`src/rtl/calwin_pkg.sv`:
```
package calwin_pkg;
  typedef enum logic [1:0] {
    VERDICT_PASS = 2'b00,
    VERDICT_DROP = 2'b01,
    VERDICT_BERR = 2'b10
  } verdict_e;
endpackage

```
`src/rtl/calwin_decode.sv`:
```
module calwin_decode #(
  parameter int          ADDR_W    = 32,
  parameter int          OFS_W     = 15,
  parameter int          ALIAS_BIT = 29,
  parameter logic [31:0] WIN_BASE  = 32'hAFE7_0000
) (
  input  logic [ADDR_W-1:0] addr_i,
  output logic              in_win_o
);
  localparam logic [ADDR_W-1:0] OFS_MASK   = ADDR_W'((64'd1 << OFS_W) - 64'd1);
  localparam logic [ADDR_W-1:0] ALIAS_MASK = ADDR_W'(64'd1 << ALIAS_BIT);
  localparam logic [ADDR_W-1:0] CMP_MASK   = ~(OFS_MASK | ALIAS_MASK);
  localparam logic [ADDR_W-1:0] BASE       = WIN_BASE[ADDR_W-1:0];

  always_comb begin
    in_win_o = (((addr_i ^ BASE) & CMP_MASK) == '0);
  end
endmodule

```
`src/rtl/calwin_rules.sv`:
```
module calwin_rules
  import calwin_pkg::*;
(
  input  logic     in_win_i,
  input  logic     write_i,
  input  logic     cached_i,
  input  logic     redir_i,
  input  logic     feat_en_i,
  output verdict_e verdict_o
);
  always_comb begin
    verdict_o = VERDICT_PASS;
    if (in_win_i && !redir_i) begin
      if (write_i && feat_en_i && !cached_i) verdict_o = VERDICT_DROP;
      else                                   verdict_o = VERDICT_BERR;
    end
  end
endmodule

```
`src/rtl/calwin_outreg.sv`:
```
module calwin_outreg
  import calwin_pkg::*;
(
  input  logic     clk,
  input  logic     rst_n,
  input  logic     valid_i,
  input  verdict_e verdict_i,
  output logic     drop_o,
  output logic     berr_o
);
  logic drop_d, berr_d, drop_q, berr_q;
  logic upd_en;

  always_comb begin
    upd_en = 1'b1;
    drop_d = valid_i && (verdict_i == VERDICT_DROP);
    berr_d = valid_i && (verdict_i == VERDICT_BERR);
  end

  always_ff @(posedge clk or negedge rst_n) begin
    if (!rst_n) begin
      drop_q <= 1'b0;
      berr_q <= 1'b0;
    end else if (upd_en) begin
      drop_q <= drop_d;
      berr_q <= berr_d;
    end
  end

  assign drop_o = drop_q;
  assign berr_o = berr_q;
endmodule

```
`src/rtl/calwin_access_filter.sv`:
```
module calwin_access_filter
  import calwin_pkg::*;
#(
  parameter int          ADDR_W    = 32,
  parameter int          OFS_W     = 15,
  parameter int          ALIAS_BIT = 29,
  parameter logic [31:0] WIN_BASE  = 32'hAFE7_0000
) (
  input  logic              clk,
  input  logic              rst_n,
  input  logic              acc_valid_i,
  input  logic [ADDR_W-1:0] acc_addr_i,
  input  logic              acc_write_i,
  input  logic              acc_cached_i,
  input  logic              redir_i,
  input  logic              feat_en_i,
  output logic              drop_o,
  output logic              berr_o
);
  logic     in_win;
  verdict_e verdict;

  calwin_decode #(
    .ADDR_W(ADDR_W), .OFS_W(OFS_W), .ALIAS_BIT(ALIAS_BIT), .WIN_BASE(WIN_BASE)
  ) u_decode (
    .addr_i   (acc_addr_i),
    .in_win_o (in_win)
  );

  calwin_rules u_rules (
    .in_win_i  (in_win),
    .write_i   (acc_write_i),
    .cached_i  (acc_cached_i),
    .redir_i   (redir_i),
    .feat_en_i (feat_en_i),
    .verdict_o (verdict)
  );

  calwin_outreg u_outreg (
    .clk       (clk),
    .rst_n     (rst_n),
    .valid_i   (acc_valid_i),
    .verdict_i (verdict),
    .drop_o    (drop_o),
    .berr_o    (berr_o)
  );
endmodule

```
`config.mk`:
```
export PLATFORM = sky130hd
export DESIGN_NAME = calwin_access_filter
export DESIGN_NICKNAME = d
export VERILOG_FILES = /design/src/rtl/calwin_pkg.sv /design/src/rtl/calwin_decode.sv /design/src/rtl/calwin_rules.sv /design/src/rtl/calwin_outreg.sv /design/src/rtl/calwin_access_filter.sv
export SDC_FILE = /design/constraint.sdc
export NUM_CORES = 1
export LEC_CHECK = 0
export CORE_AREA = 2 2 39 41
export CTS_BUF_LIST = sky130_fd_sc_hd__clkbuf_4
export DETAILED_ROUTE_END_ITERATION = 8
export DIE_AREA = 0 0 41 43
export DONT_BUFFER_PORTS = 1
export PLACE_DENSITY_LB_ADDON = 0.15
export SLEW_MARGIN = 10
export SYNTH_ARGS = -nofsm -noshare
export SYNTH_HDL_FRONTEND = slang
export SYNTH_SLANG_ARGS = --single-unit
```
`constraint.sdc`:
```
create_clock -name clk -period 0.8 [get_ports clk]
set_input_delay 0.08 -clock clk [delete_from_list [all_inputs] [get_ports clk]]
set_output_delay 0.08 -clock clk [all_outputs]
set_load 0.01 [all_outputs]
```
==> metrics.md, run 1 <==
| Metric | Value |
|---|---|
| Final period util | `87.5%` |
| VDD IR max | `202 uV` |
| DRC Markers | `0` |
| Crit path from | `acc_addr_i[30]` |
| Pwr dens | `between 2000 and 2500 nW/um^2` |
| IO Pins | `41` |
| Synth warnings | `0` |
| CTS tree | `done` |
| Sw frac | `between 10% and 20%` |
| Unique cell type count in the Yosys netlist | `10` |
| Num rows | `14` |
| Setup-failing EPs final | `0` |
| P&R area growth vs syn | `44.7%` |
| Routed len/inst | `roughly 11 um` |
| Clock Power Share | `around 66%` |
| Die ar. | `around 1800 um^2` |
| DRT iter0 DRCs | `0` |
| Clk sink count | `2` |
| Nets | `between 50 and 60` |
| Clock root cell | `clkbuf_4` |
| Clk buf depth | `2` |
| Largest net degree at the start of global routing | `3` |
| Core Area | `1380 um^2` |
| CP arrival | `0.85 ns` |
| Total gr overflow | `0` |
| GRT Util Overall | `between 4 and 5%` |
| Synth Cell Area | `118 um^2` |
| Clock Pin Slew Worst Setup and Hold Paths | `0.03 ns` |
| Routed Antenna Nets | `0` |
| Vias/cell | `4.00` |
| RSZ-0062 raised after global routing | `no` |
| Antenna cell count | `0` |
| DR pass1 iterations | `1` |
| Syn Inst Count | `12` |
| Drt total wl | `about 370 um` |
| Vias in the first global route | `137` |
| Comb pwr share | `4.3%` |
| Crit end category | `flop` |
| Synth Area per Inst | `9.80 um^2` |
| LEAKAGE | `between 0.06 and 0.07 nW` |
| Fmax | `about 1400 MHz` |
| Dpl ws | `-0.128 ns` |
| Overall power | `about 0.34 mW` |
| Initial antenna violation count | `0` |
| Die width | `roughly 40 um` |
| I/O Buffers | `0` |
| Outcome | `complete, no violations` |
| Crit Path Class | `in -> reg` |
| Number of CTS-inserted buffers | `3` |
| Max-cap violations | `0` |
| Sequential share of power | `between 20 and 30%` |
| Starting density of the core | `8.50%` |
| Synthesized flop and latch total | `2` |
| Share of cells above drive strength 1 | `18.8%` |
| Req. time, crit path | `0.95 ns` |
| Final RePlAce weighted congestion | `0.541` |
| Worst Tran Pin Value | `approximately 0.34 ns` |
| TNS Setup | `0 ns` |
| Final WS setup | `about 0.1 ns` |
| Tmin final | `0.700 ns` |
| Fin. max-slew vios | `0` |
| H-Tree Depth | `1` |
| Setup crit end | `u_outreg.berr_o` |
| Setup crit start kind | `input pin` |
| Worst-path fanout max | `2` |
| Syn Nets | `51` |
| Final Hold Viols | `0` |
| First-pass GRT wire length | `around 460 um` |
| Hold Path Class | `in -> reg` |
| Sequential area share after synthesis | `between 40% and 50%` |
| Die height | `between 40 and 50 um` |
| Worst slew margin | `about three quarters` |
| CP max stage delay | `0.36 ns` |
| Net Switching | `~0.064 mW` |
| Slowest-stage cell, CP | `nor4_1` |
| Internal | `0.277 mW` |
| Post_cts resized | `0` |
| Cells along the critical path | `nand4bb_1, nor4_1, and4b_1` |
| Vias | `128` |
==> worst min-delay path by stage <==
stage	start	end	slack [ns]	cells after the start
2_1_floorplan	rst_n	u_outreg.berr_o	-0.22	0
3_3_place_gp	rst_n	u_outreg.berr_o	-0.22	0
3_5_place_dp	rst_n	u_outreg.drop_o	-0.22	0
4_1_cts	acc_valid_i	u_outreg.drop_o	0.01	1
5_1_grt	acc_valid_i	u_outreg.drop_o	0.02	1
6_report	acc_valid_i	u_outreg.drop_o	0.02	1
==> kinds of logic after synthesis <==
kind of cell and share of synthesized area, %:
and+or+nand+nor 57.5, DFF 42.6
==> stage by stage <==
step | std cells | instance area [um^2] | hold WS (ns) | utilization [%]
after floorplan | 12 | 118 | -0.216 | -
after global placement | 28 | 138 | -0.216 | 9.95
after detailed placement | 28 | 138 | -0.216 | 9.95
after CTS | 32 | 170 | 0.0140 | 12.3
after global routing | 32 | 170 | 0.0238 | 12.3
final | 32 | 170 | 0.0234 | 12.3
==> power by group through the flow <==
stage          Combinational, mW  Clock [mW]  Sequential [mW]
2_1_floorplan            0.00874           0            0.103
3_3_place_gp             0.00942           0            0.103
3_5_place_dp             0.00980           0            0.103
4_1_cts                   0.0149       0.242            0.102
5_1_grt                   0.0167       0.248            0.102
6_report                  0.0146       0.224            0.102
==> worst max-delay path: cells and delay by family <==
family / cells / cell delay (ns)
and+or+nand+nor: 3 / 0.77
==> cell usage after synthesis <==
cell | number | area [um^2]
nor2_1 | 1 | 3.75
nand4b_1 | 1 | 8.76
and4b_1 | 1 | 10.0
nor4_1 | 1 | 6.26
dfrtp_1 | 2 | 50.1
nand4bb_1 | 1 | 11.3
nor3_1 | 1 | 5.00
nand4_1 | 1 | 6.26
and4_1 | 1 | 8.76
nand2_1 | 2 | 7.51
==> layer usage <==
metal | track usage, % | share of wire [%]
met1 | 2.85 | 22
met2 | 7.19 | 57
met4 | 8.00 | 0
met3 | 0.524 | 20
met5 | 0 | 0
==> cell type report <==
type                       instances  area (um^2)
fill                             159         1210
multi-input combinational         10         67.6
sequential                         2         50.0
clock buffer                       3         22.5
tap                               16         20.0
timing repair buffer               1         10.0
==> flip-flops by register name, summed over array words and instances (netlist names) <==
register         count
u_outreg.berr_o      1
u_outreg.drop_o      1
==> placed cells by master (no fill, tap or decap) <==
| master | count |
|---|---|
| and4_1 | 1 |
| and4b_1 | 1 |
| clkbuf_4 | 3 |
| dfrtp_1 | 2 |
| dlygate4sd3_1 | 1 |
| nand2_1 | 2 |
| nand4_1 | 1 |
| nand4b_1 | 1 |
| nand4bb_1 | 1 |
| nor2_1 | 1 |
| nor3_1 | 1 |
| nor4_1 | 1 |
==> timing repair <==
action	4_1_cts	5_1_grt
buffers inserted	0	0
hold buffers	1	0
endpoints found under the hold margin	2	0
No activity file was read; power rests on OpenSTA's default activity.
==> inputs of run 2 (changes only) <==
Settings changed: CELL_PAD_IN_SITES_DETAIL_PLACEMENT from default to 0, CELL_PAD_IN_SITES_GLOBAL_PLACEMENT from default to 1, SLEW_MARGIN 10 to default.
==> run 2 against run 1 <==
Compared with the run above:
- sequential cell count did not move
- first-iteration DRC count did not move
- fmax rose by 0.50%
- largest power group unchanged
- largest cell class unchanged
- count of clock-buffer cells in the layout did not move
- utilization rose by 0.45 points
- clock power barely moved
- via count rose by 1.6%
- global-route usage rose by 0.90 points
==> metrics.md, run 2 (synthesis results as in run 1) <==
| Metric | Value |
|---|---|
| Filler cells | `157` |
| Final core utilization | `12.7%` |
| Vias in the first global route | `about 160` |
| Clk buf depth | `2` |
| Share of cells above drive strength 1 | `25.0%` |
| I/O Buffers | `0` |
| Placed Cells | `28` |
| Initial antenna violation count | `0` |
| Die width | `41 um` |
| CP arrival | `between 0.6 and 0.7 ns` |
| Routed len/inst | `~12 um` |
| Num rows | `14` |
| Vias/cell | `4.06` |
| DRC Markers | `0` |
| RSZ-0062 raised after global routing | `no` |
| Postcts setup bufs | `0` |
| Leading cell type in the layout, fill and taps excluded | `clkbuf_4` |
| Clock Power Share | `65.9%` |
| Layout Cells excl Fill | `32` |
| Overall power | `about 0.34 mW` |
| Final RePlAce weighted congestion | `0.564` |
| Starting density of the core | `between 8 and 9%` |
| LEAKAGE | `~0.066 nW` |
| Req. time, crit path | `0.72 ns` |
| Hold depth | `1` |
| VDD IR max | `112 uV` |
| Fmax | `1440 MHz` |
| Clock Pin Slew Worst Setup and Hold Paths | `roughly 0.030 ns` |
| Tmin final | `0.696 ns` |
| Clock root cell | `clkbuf_4` |
| H-Tree Depth | `1` |
| GRT Util Overall | `under 10%` |
| First-pass GRT wire length | `roughly 580 um` |
| Setup-failing EPs final | `0` |
| Crit Path Class | `reg -> out` |
| Register Area | `roughly 50 um^2` |
| Internal | `0.277 mW` |
| Clk sink count | `2` |
| Antenna cell count | `0` |
| Final Hold Viols | `0` |
| Final period util | `87.0%` |
| IO Pins | `between 40 and 50` |
| Commonest cells after routing, fill and taps aside | `3 x clkbuf_4, 2 x nand2_1, 2 x dfrtp_1` |
| Crit end category | `primary output` |
| Worst Tran Pin Value | `roughly 0.25 ns` |
| Hold Crit Start | `acc_valid_i` |
| Max-cap violations | `0` |
| Sw frac | `between 10% and 20%` |
| Nets | `57` |
| WHS Endpoint | `u_outreg.drop_o` |
| Outcome | `complete, no violations` |
| CTS tree | `done` |
| Vias | `130` |
| Number of CTS-inserted buffers | `3` |
| Area of the multi-input gates | `approximately 74 um^2` |
| Net Switching | `0.0670 mW` |
| Fin. max-slew vios | `0` |
| DRT iter0 DRCs | `0` |
| Total gr overflow | `0` |
| Hold Path Class | `in -> reg` |
| P&R area growth vs syn | `50.0%` |
| Worst slew margin | `between 80 and 90%` |
| Die height | `43 um` |
| Worst-path fanout max | `1` |
| Placement Cell Area | `roughly 140 um^2` |
| Routed Antenna Nets | `0` |
| Comb pwr share | `4.5%` |
| Largest net degree at the start of global routing | `3` |
| Design area | `approximately 180 um^2` |
| DR pass1 iterations | `1` |
| Core Area | `~1400 um^2` |
| Pwr dens | `1950 nW/um^2` |
| Drt total wl | `399 um` |
| Die ar. | `1760 um^2` |
| Setup crit start kind | `flop` |
| Sequential share of power | `between 20 and 30%` |
## run 2: worst max path at each step
stage,startpoint,endpoint,cells after the start
global placement,acc_addr_i[30],u_outreg.drop_o,3
detailed placement,acc_addr_i[30],u_outreg.berr_o,3
CTS,acc_addr_i[30],u_outreg.berr_o,3
global route,acc_addr_i[30],u_outreg.berr_o,3
floorplan,acc_addr_i[30],u_outreg.berr_o,3
finish,u_outreg.berr_o,berr_o,0
## run 2: routing by layer
metal / vias up / global-route usage, % / wire (um) / share of wire, %
li1: 57 / - / - / -
met1: 55 / 4.43 / 100 / 25
met2: 18 / 8.44 / 208 / 52
met3: 0 / 0.524 / 90 / 23
met4: 0 / 8.00 / 0 / 0
met5: - / 0 / 0 / 0
## run 2: layout make-up
cell class	count	area share (%)
multi-input cells	10	41.8
well taps	16	11.3
repair buffers	1	5.67
flip-flops and latches	2	28.4
clock buffers	3	12.8
## run 2: through the flow
| step | setup TNS, ns | hold WS [ns] | worst slack, ns |
|---|---|---|---|
| floorplan | 0 | -0.216 | 0.0216 |
| global placement | -0.255 | -0.216 | -0.128 |
| detailed placement | -0.337 | -0.216 | -0.179 |
| CTS | 0 | 0.0120 | 0.0591 |
| global route | 0 | 0.0221 | 0.0395 |
| finish | 0 | 0.0225 | 0.104 |
## run 2: power groups by stage
| stage | Clock (mW) | Combinational, mW | Sequential (mW) |
|---|---|---|---|
| after floorplan | 0 | 0.00874 | 0.103 |
| after global placement | 0 | 0.00937 | 0.103 |
| after detailed placement | 0 | 0.00957 | 0.103 |
| after CTS | 0.238 | 0.0149 | 0.102 |
| after global routing | 0.245 | 0.0181 | 0.102 |
| final | 0.227 | 0.0156 | 0.102 |
## run 2: repair_timing
action / in CTS / in global routing
setup endpoints to repair: 0 / 2
resized for setup: 0 / 1
hold buffers: 1 / 0
hold endpoints to repair: 2 / 0
==> inputs of run 3 (changes only) <==
--- a/config.mk
+++ b/config.mk
@@ -14,4 +14,5 @@
 export DONT_BUFFER_PORTS = 1
 export PLACE_DENSITY_LB_ADDON = 0.15
+export RECOVER_POWER = 100
 export SYNTH_ARGS = -nofsm -noshare
 export SYNTH_HDL_FRONTEND = slang
==> constraint.sdc (replaced) <==
create_clock -name clk -period 0.8 [get_ports clk]
set_input_delay 0.04 -clock clk [delete_from_list [all_inputs] [get_ports clk]]
set_output_delay 0.04 -clock clk [all_outputs]
set_load 0.01 [all_outputs]
==> run 3 against run 2 <==
Compared with the run above:
- critical path depth unchanged
- sequential power about the same
- combinational power is 25% higher
- sequential cell count unchanged
- die area unchanged
- first-iteration DRC count did not move
- sequential share of layout area is 1.5 points lower
- critical path type unchanged
==> metrics.md, run 3 (synthesis results as in run 1) <==
| Metric | Value |
|---|---|
| LEAKAGE | `0.0703 nW` |
| DR pass1 iterations | `1` |
| Vias | `roughly 130` |
| Final hold slack | `0.0438 ns` |
| VDD IR max | `about 110 uV` |
| Drt total wl | `406 um` |
| Fin. max-slew vios | `0` |
| Pwr dens | `1850 nW/um^2` |
| Commonest cells after routing, fill and taps aside | `3 x clkbuf_4, 2 x nand2_1, 2 x dlygate4sd3_1, 2 x dfrtp_1` |
| Crit end category | `primary output` |
| Setup-failing EPs final | `0` |
| Hold Crit Start | `acc_valid_i` |
| Clk sink count | `2` |
| Clock Pin Slew Worst Setup and Hold Paths | `0.03 ns` |
| Filler cells | `between 150 and 200` |
| Core Area | `1380 um^2` |
| Design area | `186 um^2` |
| Starting density of the core | `around 8.5%` |
| IO Pins | `just over 40` |
| Antenna cell count | `0` |
| Hold Path Class | `in -> reg` |
| Die height | `43 um` |
| CP arrival | `about 0.6 ns` |
| I/O Buffers | `0` |
| Dpl ws | `-0.139 ns` |
| Final period util | `81.7%` |
| Fmax | `between 1500 and 2000 MHz` |
| Worst slew margin | `~83%` |
| Total gr overflow | `0` |
| Req. time, crit path | `0.76 ns` |
| Crit Path Class | `reg -> out` |
| Leading cell type in the layout, fill and taps excluded | `clkbuf_4` |
| Postcts setup bufs | `0` |
| Hold depth | `1` |
| WHS Endpoint | `u_outreg.berr_o` |
| Routed Antenna Nets | `0` |
| Setup crit start kind | `flop` |
| Number of CTS-inserted buffers | `3` |
| Final Hold Viols | `0` |
| GRT Util Overall | `approximately 5.5%` |
| Area of the multi-input gates | `73.8 um^2` |
| P&R area growth vs syn | `58.5%` |
| CTS tree | `done` |
| Register Area | `50.0 um^2` |
| First-pass GRT wire length | `593 um` |
| Share of cells above drive strength 1 | `around a quarter` |
| Final WS setup | `between 0.1 and 0.15 ns` |
| Nets | `58` |
| DRT iter0 DRCs | `0` |
| Outcome | `complete, no violations` |
| Routed len/inst | `around 12 um` |
| Worst-path fanout max | `1` |
| Final RePlAce weighted congestion | `0.564` |
| RSZ-0062 raised after global routing | `no` |
| Clk buf depth | `2` |
| Vias in the first global route | `between 150 and 200` |
| Clock root cell | `clkbuf_4` |
| Worst Tran Pin Value | `between 0.2 and 0.3 ns` |
| Max-cap violations | `0` |
| Vias/cell | `3.97` |
| H-Tree Depth | `1` |
| Die width | `just over 40 um` |
| Placement Cell Area | `~140 um^2` |
| Tmin final | `around 0.65 ns` |
| DRC Markers | `0` |
| Die ar. | `roughly 1800 um^2` |
| Largest net degree at the start of global routing | `3` |
| Num rows | `14` |
| Initial antenna violation count | `0` |
run 3: report_power, final:
group | switching (mW) | leakage [nW] | internal [mW]
logic | 0.00647 | 0.0286 | 0.0130
registers | 0.000000320 | 0.0280 | 0.102
clock network | 0.0585 | 0.0138 | 0.166
run 3: worst max path at each step:
stage                    startpoint              end  slack (ns)  cells after the start
global route         acc_addr_i[30]  u_outreg.berr_o        0.08                      3
global placement     acc_addr_i[30]  u_outreg.drop_o       -0.09                      3
floorplan            acc_addr_i[30]  u_outreg.berr_o        0.06                      3
detailed placement   acc_addr_i[30]  u_outreg.berr_o       -0.14                      3
CTS                  acc_addr_i[30]  u_outreg.berr_o         0.1                      3
finish              u_outreg.berr_o           berr_o        0.15                      0
run 3: layout make-up:
class | count | share of cell area [%]
sequential | 2 | 26.8
tap | 16 | 10.7
timing repair buffer | 2 | 10.7
clock buffer | 3 | 12.1
multi-input combinational | 10 | 39.6
run 3: repair_timing:
| item | CTS | global route |
|---|---|---|
| resized for setup | 0 | 1 |
| hold buffers | 2 | 0 |
| endpoints found under the setup margin | 0 | 1 |
| hold endpoints to repair | 3 | 0 |
run 3: through the flow:
stage               total power, mW  TNS [ns]  util, %  std cells
floorplan                     0.112         0        -         12
global placement              0.112    -0.175     9.95         28
detailed placement            0.113    -0.257     9.95         28
CTS                           0.359         0     13.0         33
global route                  0.369         0     13.5         33
finish                        0.346         0     13.5         33
run 3: per-layer routing:
metal,track usage (%),routed length (um),up-vias
met5,0,0,-
met4,8.00,0,0
met3,0,84,0
met2,8.44,208,18
met1,5.06,114,54
li1,-,-,59
